### config.mk
export PLATFORM = sky130hd
export DESIGN_NAME = eprom_boot_loader
export DESIGN_NICKNAME = d
export VERILOG_FILES = /design/src/rtl/boot_pkg.sv /design/src/rtl/boot_datapath.sv /design/src/rtl/boot_control.sv /design/src/rtl/eprom_boot_loader.sv
export SDC_FILE = /design/constraint.sdc
export NUM_CORES = 1
export LEC_CHECK = 0
export ABC_AREA = 1
export BUFFER_PORTS_ARGS = -buffer_cell sky130_fd_sc_hd__buf_2
export CAP_MARGIN = 20
export CORE_MARGIN = 1
export CORE_UTILIZATION = 48
export DETAILED_ROUTE_END_ITERATION = 7
export PLACE_DENSITY = 0.76
export SYNTH_ARGS = -nofsm -noshare
export SYNTH_HDL_FRONTEND = slang
export SYNTH_HIERARCHICAL = 1
export SYNTH_SLANG_ARGS = --single-unit
### constraint.sdc
create_clock -name clk -period 1.6 [get_ports clk]
set_input_delay 0.08 -clock clk [delete_from_list [all_inputs] [get_ports clk]]
set_output_delay 0.08 -clock clk [all_outputs]
set_load 0.02 [all_outputs]
### src/rtl/boot_pkg.sv
package boot_pkg;

  typedef struct packed {
    logic clear;
    logic waitInc;
    logic capture;
    logic advance;
  } bootCtl_t;

  typedef struct packed {
    logic waitLast;
    logic laneLast;
    logic imageLast;
  } bootStat_t;

  typedef enum logic [2:0] {
    IDLE_S,
    STROBE_S,
    GAP_S,
    DONE_S,
    PARK_S,
    HALT_S
  } bootState_t;

endpackage

### src/rtl/boot_datapath.sv
module boot_datapath
  import boot_pkg::*;
#(
  parameter int ADDR_W      = 24,
  parameter int NUM_WORDS   = 256,
  parameter int WAIT_CYCLES = 16
) (
  input  logic                         clk,
  input  logic                         rst_n,
  input  bootCtl_t                     ctl,
  input  logic [7:0]                   romData,
  output bootStat_t                    status,
  output logic [ADDR_W-1:0]            romAddr,
  output logic [$clog2(NUM_WORDS)-1:0] memAddr,
  output logic [31:0]                  memData
);
  localparam int MEM_AW   = $clog2(NUM_WORDS);
  localparam int BYTE_CNT = NUM_WORDS * 4;
  localparam int WAIT_W   = $clog2(WAIT_CYCLES + 1);

  logic [WAIT_W-1:0] waitCnt;
  logic [31:0]       wordReg;
  logic [1:0]        lane;

  assign lane = romAddr[1:0];

  always_ff @(posedge clk or negedge rst_n) begin
    if (!rst_n) begin
      romAddr <= '0;
      waitCnt <= '0;
      wordReg <= '0;
    end else begin
      if (ctl.clear) begin
        romAddr <= '0;
        waitCnt <= '0;
      end
      if (ctl.waitInc) waitCnt <= waitCnt + 1'b1;
      if (ctl.capture) begin
        wordReg[{lane, 3'b000} +: 8] <= romData;
        waitCnt <= '0;
      end
      if (ctl.advance) romAddr <= romAddr + 1'b1;
    end
  end

  assign status.waitLast  = (waitCnt == WAIT_W'(WAIT_CYCLES - 1));
  assign status.laneLast  = (lane == 2'd3);
  assign status.imageLast = (romAddr == ADDR_W'(BYTE_CNT - 1));
  assign memAddr          = romAddr[MEM_AW+1:2];
  assign memData          = wordReg;


  wait_bound_chk: assert property (@(posedge clk) disable iff (!rst_n)
    waitCnt <= WAIT_W'(WAIT_CYCLES - 1));


  addr_hold_chk: assert property (@(posedge clk) disable iff (!rst_n)
    ctl.waitInc |=> $stable(romAddr));

endmodule

### src/rtl/boot_control.sv
module boot_control
  import boot_pkg::*;
(
  input  logic      clk,
  input  logic      rst_n,
  input  logic      bootStrap,
  input  bootStat_t status,
  output bootCtl_t  ctl,
  output logic      romCs_n,
  output logic      romRd_n,
  output logic      memWe,
  output logic      bootDone
);
  bootState_t state, nextState;

  always_ff @(posedge clk or negedge rst_n) begin
    if (!rst_n) state <= IDLE_S;
    else        state <= nextState;
  end

  always_comb begin
    nextState   = state;
    ctl         = '0;
    unique case (state)
      IDLE_S: begin
        ctl.clear = 1'b1;
        nextState = bootStrap ? PARK_S : STROBE_S;
      end
      STROBE_S: begin
        if (status.waitLast) begin
          ctl.capture = 1'b1;
          nextState   = GAP_S;
        end else begin
          ctl.waitInc = 1'b1;
        end
      end
      GAP_S: begin
        ctl.advance = 1'b1;
        nextState   = status.imageLast ? DONE_S : STROBE_S;
      end
      DONE_S:  nextState = HALT_S;
      PARK_S:  nextState = PARK_S;
      HALT_S:  nextState = HALT_S;
      default: nextState = HALT_S;
    endcase
  end

  assign romCs_n  = !((state == STROBE_S) || (state == GAP_S));
  assign romRd_n  = (state != STROBE_S);
  assign memWe    = (state == GAP_S) && status.laneLast;
  assign bootDone = (state == DONE_S);


  rd_inside_cs_chk: assert property (@(posedge clk) disable iff (!rst_n)
    !romRd_n |-> !romCs_n);


  we_in_gap_chk: assert property (@(posedge clk) disable iff (!rst_n)
    memWe |-> (romRd_n && !romCs_n));


  done_pulse_chk: assert property (@(posedge clk) disable iff (!rst_n)
    bootDone |=> (!bootDone && romCs_n));


  park_quiet_chk: assert property (@(posedge clk) disable iff (!rst_n)
    (state == PARK_S) |-> (romCs_n && !memWe && !bootDone));


  done_cs_chk: assert property (@(posedge clk) disable iff (!rst_n)
    bootDone |-> $past(memWe));

endmodule

### src/rtl/eprom_boot_loader.sv
module eprom_boot_loader
  import boot_pkg::*;
#(
  parameter int ADDR_W      = 24,
  parameter int NUM_WORDS   = 256,
  parameter int WAIT_CYCLES = 16
) (
  input  logic                         clk,
  input  logic                         rst_n,
  input  logic                         bootStrap,
  input  logic [7:0]                   romData,
  output logic                         romCs_n,
  output logic                         romRd_n,
  output logic [ADDR_W-1:0]            romAddr,
  output logic                         memWe,
  output logic [$clog2(NUM_WORDS)-1:0] memAddr,
  output logic [31:0]                  memData,
  output logic                         bootDone
);
  bootCtl_t  ctl;
  bootStat_t status;

  boot_control u_ctrl (
    .clk      (clk),
    .rst_n    (rst_n),
    .bootStrap(bootStrap),
    .status   (status),
    .ctl      (ctl),
    .romCs_n  (romCs_n),
    .romRd_n  (romRd_n),
    .memWe    (memWe),
    .bootDone (bootDone)
  );

  boot_datapath #(
    .ADDR_W     (ADDR_W),
    .NUM_WORDS  (NUM_WORDS),
    .WAIT_CYCLES(WAIT_CYCLES)
  ) u_dp (
    .clk    (clk),
    .rst_n  (rst_n),
    .ctl    (ctl),
    .romData(romData),
    .status (status),
    .romAddr(romAddr),
    .memAddr(memAddr),
    .memData(memData)
  );

endmodule

[Yosys cells after proc, flatten, opt, wreduce, memory -nomap -nowiden]
Cells that the tools add are included.
Storage, ports and cells
  output and inout bits: 68
  bits of input ports: 11
  logic and storage cells: 39
  register bits: 64
Operators by class
  add/subtract/negate cells: 3
  shifts and indexed selects: 2
  reduce and logical (&&, ||, !) cells: 6
  equality and inequality tests: 9
  mux-type cells: 15
Operators by type and width (number)
  24-bit 2-to-1 mux: 2
  32-bit bitwise mux: 1
  8-bit by 7-bit variable shift with 32-bit output, first input constant: 1
  8-bit by 7-bit variable part select with 32-bit output: 1
  24-bit by 1-bit adder with 24-bit output, second input constant: 1
  24-bit by 10-bit equality test with 1-bit output, second input constant: 1
  5-bit 2-to-1 mux: 3
  3-bit one-hot mux with 4 select lines: 1
  5-bit negation with 7-bit output: 1
  3-bit by 2-bit equality test with 1-bit output, second input constant: 2
  3-bit 2-to-1 mux: 2
  5-bit by 1-bit adder with 5-bit output, second input constant: 1
  5-bit by 4-bit equality test with 1-bit output, second input constant: 1
  1-bit 2-to-1 mux: 4
  2-bit 2-to-1 mux: 2
  3-bit by 1-bit equality test with 1-bit output, second input constant: 1
  3-bit equality test, second input constant: 1
  3-bit zero test: 1
  3-bit by 1-bit inequality test with 1-bit output, second input constant: 1
  3-bit nonzero test: 1
  2-bit equality test, second input constant: 1
  2-bit inequality test, second input constant: 1
  2-bit nonzero test: 1
  1-bit logical AND: 1
  2 further kinds: 2

[Depth between registers and ports, before layout]
Gate-level depths: netlist of the first run.
  depth in word-level cells: 5
  mapped depth: 11
  mapped depth without buffers: 11

[Cells and area by module]
The synthesis of the first run kept the hierarchy.
Modules (own cells, without submodules)
  boot_datapath: area each 3056.7 µm², times used 1, seq. area each 1526.5 µm², cells an instance 375
  boot_control: area each 209.0 µm², times used 1, seq. area each 75.1 µm², cells an instance 30

[Worst setup path after synthesis of the first run]
No wires, ideal clock.
  kind: register to register
  start point: register u_dp.waitCnt[0]
  end point: register u_dp.wordReg[24] (netlist: u_dp/memData[24])
  arrival: 1.581 ns
  period minus slack after synthesis: 1.663 ns
  setup time: 0.083 ns
  stages on the path, launching flop included: 12
  path slack: -0.063 ns
  path through: dfrtp_1 -> ha_1 -> nand2_1 -> nor2_1 -> ha_1 -> inv_1 -> nor2_1 -> buf_2 -> nand2_1 -> nor2_1 -> inv_1 -> o21ai_0
RTL lines
  start: declaration: RTL line boot_datapath.sv:21  | logic [WAIT_W-1:0] waitCnt;
  start signal: assignment: RTL line boot_datapath.sv:37  | if (ctl.waitInc) waitCnt <= waitCnt + 1'b1;
  end signal: indexed assignment: RTL line boot_datapath.sv:39  | wordReg[{lane, 3'b000} +: 8] <= romData;
  end: declaration: RTL line boot_datapath.sv:22  | logic [31:0] wordReg;

==> impl_metrics.toml, run 1 <==
[synthesis]
synthCells = 405
yosys_warnings = 6
ys_seq_area_share_pct = 49.0
yosys_register_bits = 64
syn_avg_cell_area_um2 = 8.06
synth_cell_types = 29
synth-edff-count = 0
synth.cell_area_um2 = 3270
ys_async_sr_fraction_pct = 100
synth_nets = 423
synthFlopType = "dfrtp_1"

[flow_run]
cap_violations = 0

[sta]
setup_ws_ps = -139
timing.final.crit_period_ps = 1740
rsz0062_at_grt = "yes"
hold_viol = 0
fmax_mhz = 575
period_share_pct = 109
finClkSkew_ps = 6.21
slew_viol_final = 0
relSlewSlack_pct = 76.8
setup_viol = 37
tightest_slew_ps = 346
tns_ps = -3120

[placement]
io_buffers = 78
post-dp-hpwl_um = 5780
dp_slack_ps = -164
gp_congestion = 0.830

[run_status]
violations = "design-rule violations, negative setup slack"
run_status = "complete, but fails checks"

[global_route]
grt_max_degree = 65
first_global_vias = 2924
overflow = 0
grt_usage_pct = 24.1
grt_pass1_wl_um = 13500
antenna_found_initial = 0

[drt]
drt_iter0_drc = 183
vias_per_cell = 5.20
num_vias = 3128
drt_pass1_iterations = 7
wl_um = 8640
ant_nets = 0
drc = 8
wl_per_cell_um = 14.4

[clock_network]
tritoncts = "done"
cts_made_buffers = 9
cts-root-buf = "clkbuf_8"
clkTransAtPathRegs_ps = 70
htreeDepth = 3
cts.sinks = 64
insertion_delay_ps = 350
cts_buffer_depth = 2

[power]
p_leak_uw = 0.00224
irDropWorstVdd_mv = 0.477
power_uw = 3020
pwr_density_cell_nw_per_um2 = 686

[worst_hold_path]
hold_path_class = "in2reg"
hold_path_depth = 3

[final_layout]
nNetsFinal = 537
drive_gt1_share_pct = 39.5
n_fill_cell = 518
area_growth_pct = 35.0
diodes = 0

[die]
die_area_um2 = 7140
die_width_um = 84.5
die_height_um = 84.5
start_util_pct = 50.6
core_um2 = 6460
pin_count = 79
rows = 29

[setup_path]
crit_path_end_kind = "flop"
crit_type = "reg2reg"
rr_worst_depth = 11
arrival_ps = 2010
cp_max_fo = 8
startpoint_type = "flop"
cp.required_ps = 1870
==> cells by family after synthesis <==
family | count (synthesis) | share of synthesized area (%)
AND/OR/NAND/NOR | 198 | 28.5
XOR/XNOR | 1 | 0.268
flip-flops | 64 | 49.0
adder cells (fa/ha/maj) | 7 | 2.68
AO/OA/AOI/OAI | 61 | 9.69
buffers and inverters | 74 | 9.77
==> final timing paths <==
check	start	end	slack, ps
worst max-delay path	u_dp/waitCnt[1]	u_dp/memData[23]	-140
worst min-delay path	romData[0]	u_dp/memData[16]	30
worst max register to register	u_dp/waitCnt[1]	u_dp/memData[23]	-140
worst min register to register	u_dp/memData[17]	u_dp/memData[17]	480
max in group asynchronous	rst_n	u_ctrl/state[2]	1020
min in group asynchronous	rst_n	u_dp/memData[1]	280
==> cell type report <==
type	count	area, µm²	area share [%]
clock buffer	11	141	3.21
clock inverter	5	32.5	0.738
inverter	61	234	5.31
multi-input combinational	268	1580	35.8
sequential	64	1610	36.4
tap	77	96.3	2.19
timing repair buffer	115	723	16.4
==> through the flow <==
stage                     area [µm²]  utilization (%)  instances  hold slack, ps
final                           4410             68.3        601            30.6
after global routing            4410             68.3        601            16.5
after CTS                       4210             65.1        593            3.12
after detailed placement        3920             60.7        573             121
after global placement          3920             60.7        573             120
after floorplan                 3300                -        405            -216
==> worst max-delay path, stage by stage (launching register included) <==
cell	delay, ps
dfrtp_1	370
ha_2	190
nand2_2	60
nor2_2	90
ha_2	190
inv_2	40
nor2_2	90
buf_6	150
nand2_4	70
nor2_4	110
nand3_4	140
o21ai_1	160
==> cell usage after synthesis, types with 4 or more instances <==
master   number  share of area [%]
nand2_1     103                 12
dfrtp_1      64                 49
inv_1        57                6.6
o21ai_0      47                7.2
nor2_1       34                3.9
nand3_1      24                3.7
buf_4        10                2.3
ha_1          7                2.7
nor2_2        6                1.1
a21oi_1       5               0.77
nand2_2       5               0.96
nand4_1       5               0.96
nor3_1        5               0.77
inv_2         4               0.46
o21ai_1       4               0.61
==> state kept, by name, summed over array words and instances, names as in the netlist <==
register and flops:
u_ctrl/state 3, u_dp/memData 32, u_dp/romAddr 24, u_dp/waitCnt 5
==> repair_timing <==
action / CTS / global route
pin swaps: 7 / 20
hold buffers: 3 / 0
buffers inserted: 1 / 8
hold endpoints to repair: 69 / 0
resized for setup: 47 / 45
gates cloned: 0 / 1
endpoints found under the setup margin: 38 / 47
==> power by group <==
part,switching [µW],internal [µW]
Clock,631,598
Combinational,94.9,49.8
Sequential,11.6,1640
==> placed cells by master, fill, tap and decap left out, drive strengths merged <==
cell type,netlist,final
nand4,6,6
clkbuf,0,11
clkinv,0,2
dfrtp,64,64
a211oi,1,1
buf,13,112
clkinvlp,0,3
dlygate4sd3,0,3
inv,61,61
nor2,44,45
nand2,109,109
a32o,1,1
nand3,28,28
a21oi,5,5
ha,7,7
o22ai,3,3
and2,1,1
nor4,3,3
xor2,1,1
o21ai,51,51
nor3,5,5
nand3b,2,2
==> routing by layer <==
| metal | track usage (%) | vias to the layer above | part of all wire [%] |
|---|---|---|---|
| li1 | - | 1511 | - |
| met1 | 31.2 | 1498 | 42 |
| met2 | 39.3 | 101 | 50 |
| met3 | 7.28 | 18 | 5.7 |
| met4 | 7.24 | 0 | 2.1 |
| met5 | 0 | - | 0 |
Note: power is estimated with default switching activity, not from simulation.
==> run 2, diff against run 1 <==
- SETUP_SLACK_MARGIN: unset -> 0.2
==> run 2 against run 1 <==
  * The run still ends with design-rule violations, negative setup slack left
  * Utilization is 4.3 points higher
  * Worst setup slack lost 72 ps
  * Non-clock buffer count is 9 higher
  * Final area grew 6.4%
  * Worst hold slack better by 17 ps
  * Clock skew is 4.5 ps higher
  * Count of clock-buffer cells in the layout up 2
==> impl_metrics.toml, run 2 (synthesis gave the netlist of run 1 again) <==
[final_layout]
n_fill_cell = 458
drive_gt1_share_pct = 46.3
diodes = 0
final_common_cell = "nand2_1"
final_cell_mix = "nand2_1 (86), buf_2 (75), dfrtp_1 (59)"
finalNonFillerCells = 611
nNetsFinal = 547
largest_reg_flops = 32
area_growth_pct = 43.6

[run_status]
violations = "design-rule violations, negative setup slack"
run_status = "complete, but fails checks"

[setup_path]
crit_path_end_kind = "flop"
cp_cell_sequence = "ha_2 -> nand2_2 -> nor2_2 -> ha_2 -> inv_2 -> nor2_2 -> buf_6 -> nand2_4 -> nor2_4 -> nand3_4 -> o21ai_1"
startpoint_type = "flop"
slowest_delay_ps = 360
cp.required_ps = 1850
crit_type = "reg2reg"
arrival_ps = 2060
cp_max_fo = 8
cp_slowest_cell = "dfrtp_1"

[sta]
tightest_slew_ps = 352
timing.final.crit_period_ps = 1810
relSlewSlack_pct = 76.5
rsz0062_at_grt = "yes"
fmax_mhz = 552
setup_viol = 49
slew_viol_final = 0
finClkSkew_ps = 10.8
period_share_pct = 113
tns_ps = -6320
setup_ws_ps = -211
hold_viol = 0

[global_route]
grt_max_degree = 35
use_met1_pct = 31.7
grt_usage_pct = 26.0
grt_util_met2_pct = 44.7
overflow = 0
top_usage_layer = "met2"
first_global_vias = 3220
global_route.usage.met3_pct = 5.90
antenna_found_initial = 0
grt_pass1_wl_um = 14700

[die]
die_width_um = 84.5
die_area_um2 = 7140
pin_count = 79
die_height_um = 84.5
rows = 29
core_um2 = 6460
start_util_pct = 50.6

[placement]
gp_congestion = 0.870
dp.cells = 571
post-dp-hpwl_um = 5910
io_buffers = 78

[drt]
drt_pass1_iterations = 7
vias_per_cell = 5.41
num_vias = 3303
drc = 8
wl_um = 9730
ant_nets = 0
drt_iter0_drc = 250
wl_per_cell_um = 15.9

[clock_network]
cts.sinks = 64
cts_made_buffers = 9
cts_buffer_depth = 2
tritoncts = "done"
htreeDepth = 3
insertion_delay_ps = 330
clkTransAtPathRegs_ps = 70
cts-root-buf = "clkbuf_8"

[power]
pwr_density_cell_nw_per_um2 = 700
p_leak_uw = 0.00236
irDropWorstVdd_mv = 0.390

[worst_hold_path]
hold_path_class = "in2reg"

[flow_run]
cap_violations = 0
## run 2: final timing paths
kind                                        from               end  slack [ps]  cells past startpoint
worst max-delay path             u_dp/waitCnt[1]   u_dp/memData[5]        -210                     11
worst min-delay path                  romData[0]  u_dp/memData[24]          50                      3
worst max register to register   u_dp/waitCnt[1]   u_dp/memData[5]        -210                     11
worst min register to register  u_dp/memData[31]  u_dp/memData[31]         480                      2
max in group asynchronous                  rst_n   u_dp/memData[3]         960                      3
min in group asynchronous                  rst_n  u_dp/memData[18]         100                      2
## run 2: stage by stage
stage	cell area, µm²	power [µW]	util, %	setup slack (ps)	hold slack (ps)
3_3_place_gp	3910	1810	60.6	-50.2	-100
4_1_cts	4460	3290	69.0	-83.8	1.40
3_5_place_dp	3910	1820	60.6	-201	-98.0
2_1_floorplan	3310	1730	-	-13.5	-216
5_1_grt	4690	3380	72.6	-282	34.3
6_report	4690	3280	72.6	-211	47.8
## run 2: power breakdown
group	leakage (µW)	total, µW	switching (µW)	internal, µW
sequential	0.000742	1650	12.7	1640
clock	0.0000978	1480	603	881
combinational	0.00152	149	99.9	49.0
## run 2: cell type report
class / instances / area (µm²) / share of cell area [%]
well taps: 77 / 96.3 / 2.05
flip-flops and latches: 64 / 1610 / 34.3
repair inverters: 1 / 7.51 / 0.160
multi-input cells: 268 / 1710 / 36.4
inverters: 61 / 238 / 5.07
repair buffers: 124 / 827 / 17.6
clock inverters: 3 / 67.6 / 1.44
clock buffers: 13 / 139 / 2.96
## run 2: critical path: cells and delay by family (launching register included)
family | cells | cell delay, ps
simple gates | 6 | 630
flops | 1 | 360
compound gates | 1 | 150
fa+ha+maj | 2 | 390
buf+inv | 2 | 200
## run 2: per-layer routing
layer | vias up | wire length, µm
met3 | 24 | 541
met1 | 1605 | 3900
li1 | 1532 | -
met2 | 142 | 5090
met5 | - | 0
met4 | 0 | 202
## run 2: what timing repair did
action / CTS / global route
endpoints found under the hold margin: 64 / 0
pin swaps: 27 / 24
setup endpoints to repair: 60 / 64
cloned: 2 / 0
hold buffers: 1 / 0
resized for setup: 101 / 50
setup buffers: 13 / 8
==> run 3, diff against run 2 <==
- HOLD_SLACK_MARGIN: unset -> 0.06
- SETUP_SLACK_MARGIN: 0.2 -> 0.02
==> run 3 against run 2 <==
  * The flow still finishes with violations (design-rule violations, negative setup slack)
  * Worst hold slack better by 26 ps
  * Worst setup slack better by 29 ps
  * Global-route usage shrank 1.7 points
  * Largest power group unchanged
  * Count of clock-buffer cells in the layout shrank 3
  * First-iteration DRC count grew 7.6%
==> impl_metrics.toml, run 3 (synthesis gave the netlist of run 1 again) <==
[setup_path]
cp_max_fo = 8
startpoint_type = "flop"
rr_startpoint = "u_dp/waitCnt[1]"
slowest_delay_ps = 370
cp.required_ps = 1870
cp_cell_sequence = "ha_2 -> nand2_2 -> nor2_2 -> ha_2 -> inv_2 -> nor2_2 -> buf_6 -> nand2_4 -> nor2_4 -> nand3_4 -> o21ai_1"
arrival_ps = 2060
crit_type = "reg2reg"
crit_path_end_kind = "flop"
cp_slowest_cell = "dfrtp_1"
startpoint = "u_dp/waitCnt[1]"

[clock_network]
clkTransAtPathRegs_ps = 80
htreeDepth = 3
cts_made_buffers = 9
tritoncts = "done"
cts.sinks = 64
cts_buffer_depth = 2
cts-root-buf = "clkbuf_8"
insertion_delay_ps = 350

[drt]
vias_per_cell = 5.31
wl_um = 8790
wl_per_cell_um = 14.4
drc = 4
drt_pass1_iterations = 8
num_vias = 3243
drt_iter0_drc = 269
ant_nets = 0

[final_layout]
final_cell_mix = "nand2_1 (88), buf_2 (78), dfrtp_1 (61)"
largest_reg_flops = 32
area_growth_pct = 40.7
diodes = 0
drive_gt1_share_pct = 43.1
final_common_cell = "nand2_1"
nNetsFinal = 547
n_fill_cell = 471

[power]
p_int_uw = 2470
p_leak_uw = 0.00232
irDropWorstVdd_mv = 0.527
pwr_density_cell_nw_per_um2 = 704
power_uw = 3230
combPwrFrac_pct = 5.3
switchingPower_uw = 761
swShare_pct = 23.5
pwr-share-clk_pct = 43.6
seqPwrFrac_pct = 51.1

[sta]
rsz0062_at_grt = "yes"
period_share_pct = 111
setup_ws_ps = -182
setup_viol = 37
hold_viol = 0
tns_ps = -3690
slew_viol_final = 0
finClkSkew_ps = 9.98
timing.final.crit_period_ps = 1780
tightest_slew_ps = 634
relSlewSlack_pct = 57.7
fmax_mhz = 561

[global_route]
first_global_vias = 3012
antenna_found_initial = 0
grt_pass1_wl_um = 13700
grt_max_degree = 27
overflow = 0
grt_usage_pct = 24.3

[die]
rows = 29
pin_count = 79
core_um2 = 6460
start_util_pct = 50.6
die_height_um = 84.5
die_area_um2 = 7140
die_width_um = 84.5

[run_status]
violations = "design-rule violations, negative setup slack"
run_status = "complete, but fails checks"

[flow_run]
cap_violations = 0

[placement]
gp_congestion = 0.864
post-dp-hpwl_um = 5830
dp_slack_ps = -185
io_buffers = 78

[worst_hold_path]
hp-start = "bootStrap"
hold_path_class = "in2reg"
-- run 3: power groups by stage --
stage	clock network (µW)	logic [µW]	registers (µW)
6_report	1410	173	1650
5_1_grt	1510	190	1650
4_1_cts	1430	161	1650
3_5_place_dp	0	136	1680
3_3_place_gp	0	134	1680
2_1_floorplan	0	23.2	1710
-- run 3: area by class of cell --
class | count | area (µm²) | area share [%]
sequential | 64 | 1610 | 34.9
tap | 77 | 96.3 | 2.10
clock buffer | 10 | 138 | 3.00
inverter | 61 | 238 | 5.17
timing repair inverter | 1 | 7.51 | 0.163
timing repair buffer | 124 | 790 | 17.2
clock inverter | 6 | 67.6 | 1.47
multi-input combinational | 268 | 1650 | 36.0
-- run 3: what timing repair did --
action	in CTS	in global routing
setup endpoints to repair	45	53
hold buffers	9	0
gates cloned	0	2
pin swaps	14	27
gates resized for setup	49	74
endpoints found under the hold margin	51	0
buffers inserted	2	10
-- run 3: stage by stage --
stage / util, % / hold WS, ps / cell area (µm²) / std cells
floorplan: - / -216 / 3300 / 405
global placement: 60.3 / 133 / 3900 / 572
detailed placement: 60.3 / 137 / 3900 / 572
CTS: 66.4 / 62.9 / 4290 / 599
global route: 71.1 / 113 / 4590 / 611
finish: 71.1 / 73.5 / 4590 / 611
-- run 3: worst paths after layout --
check                                    to  slack, ps  cells after the start
hold reg to reg            u_dp/memData[18]        480                      2
setup reg to reg           u_dp/memData[16]       -180                     11
setup / recovery           u_dp/memData[16]       -180                     11
max in group asynchronous   u_dp/romAddr[4]        700                      3
hold / removal              u_ctrl/state[0]         70                      4
min in group asynchronous  u_dp/memData[18]        290                      2
-- run 3: worst max-delay path: cells and delay by family, from the launching register on --
kind                       cells  cell delay, ps
buffers and inverters          2             190
AOI/OAI and AO/OA              1             180
adders and majority gates      2             380
and+or+nand+nor                6             580
DFF                            1             370
-- run 3: per-layer routing --
layer / wire, µm / track usage, %
met1: 3600 / 31.7
met5: 0 / 0
met3: 513 / 4.62
met2: 4380 / 38.7
met4: 290 / 12.9
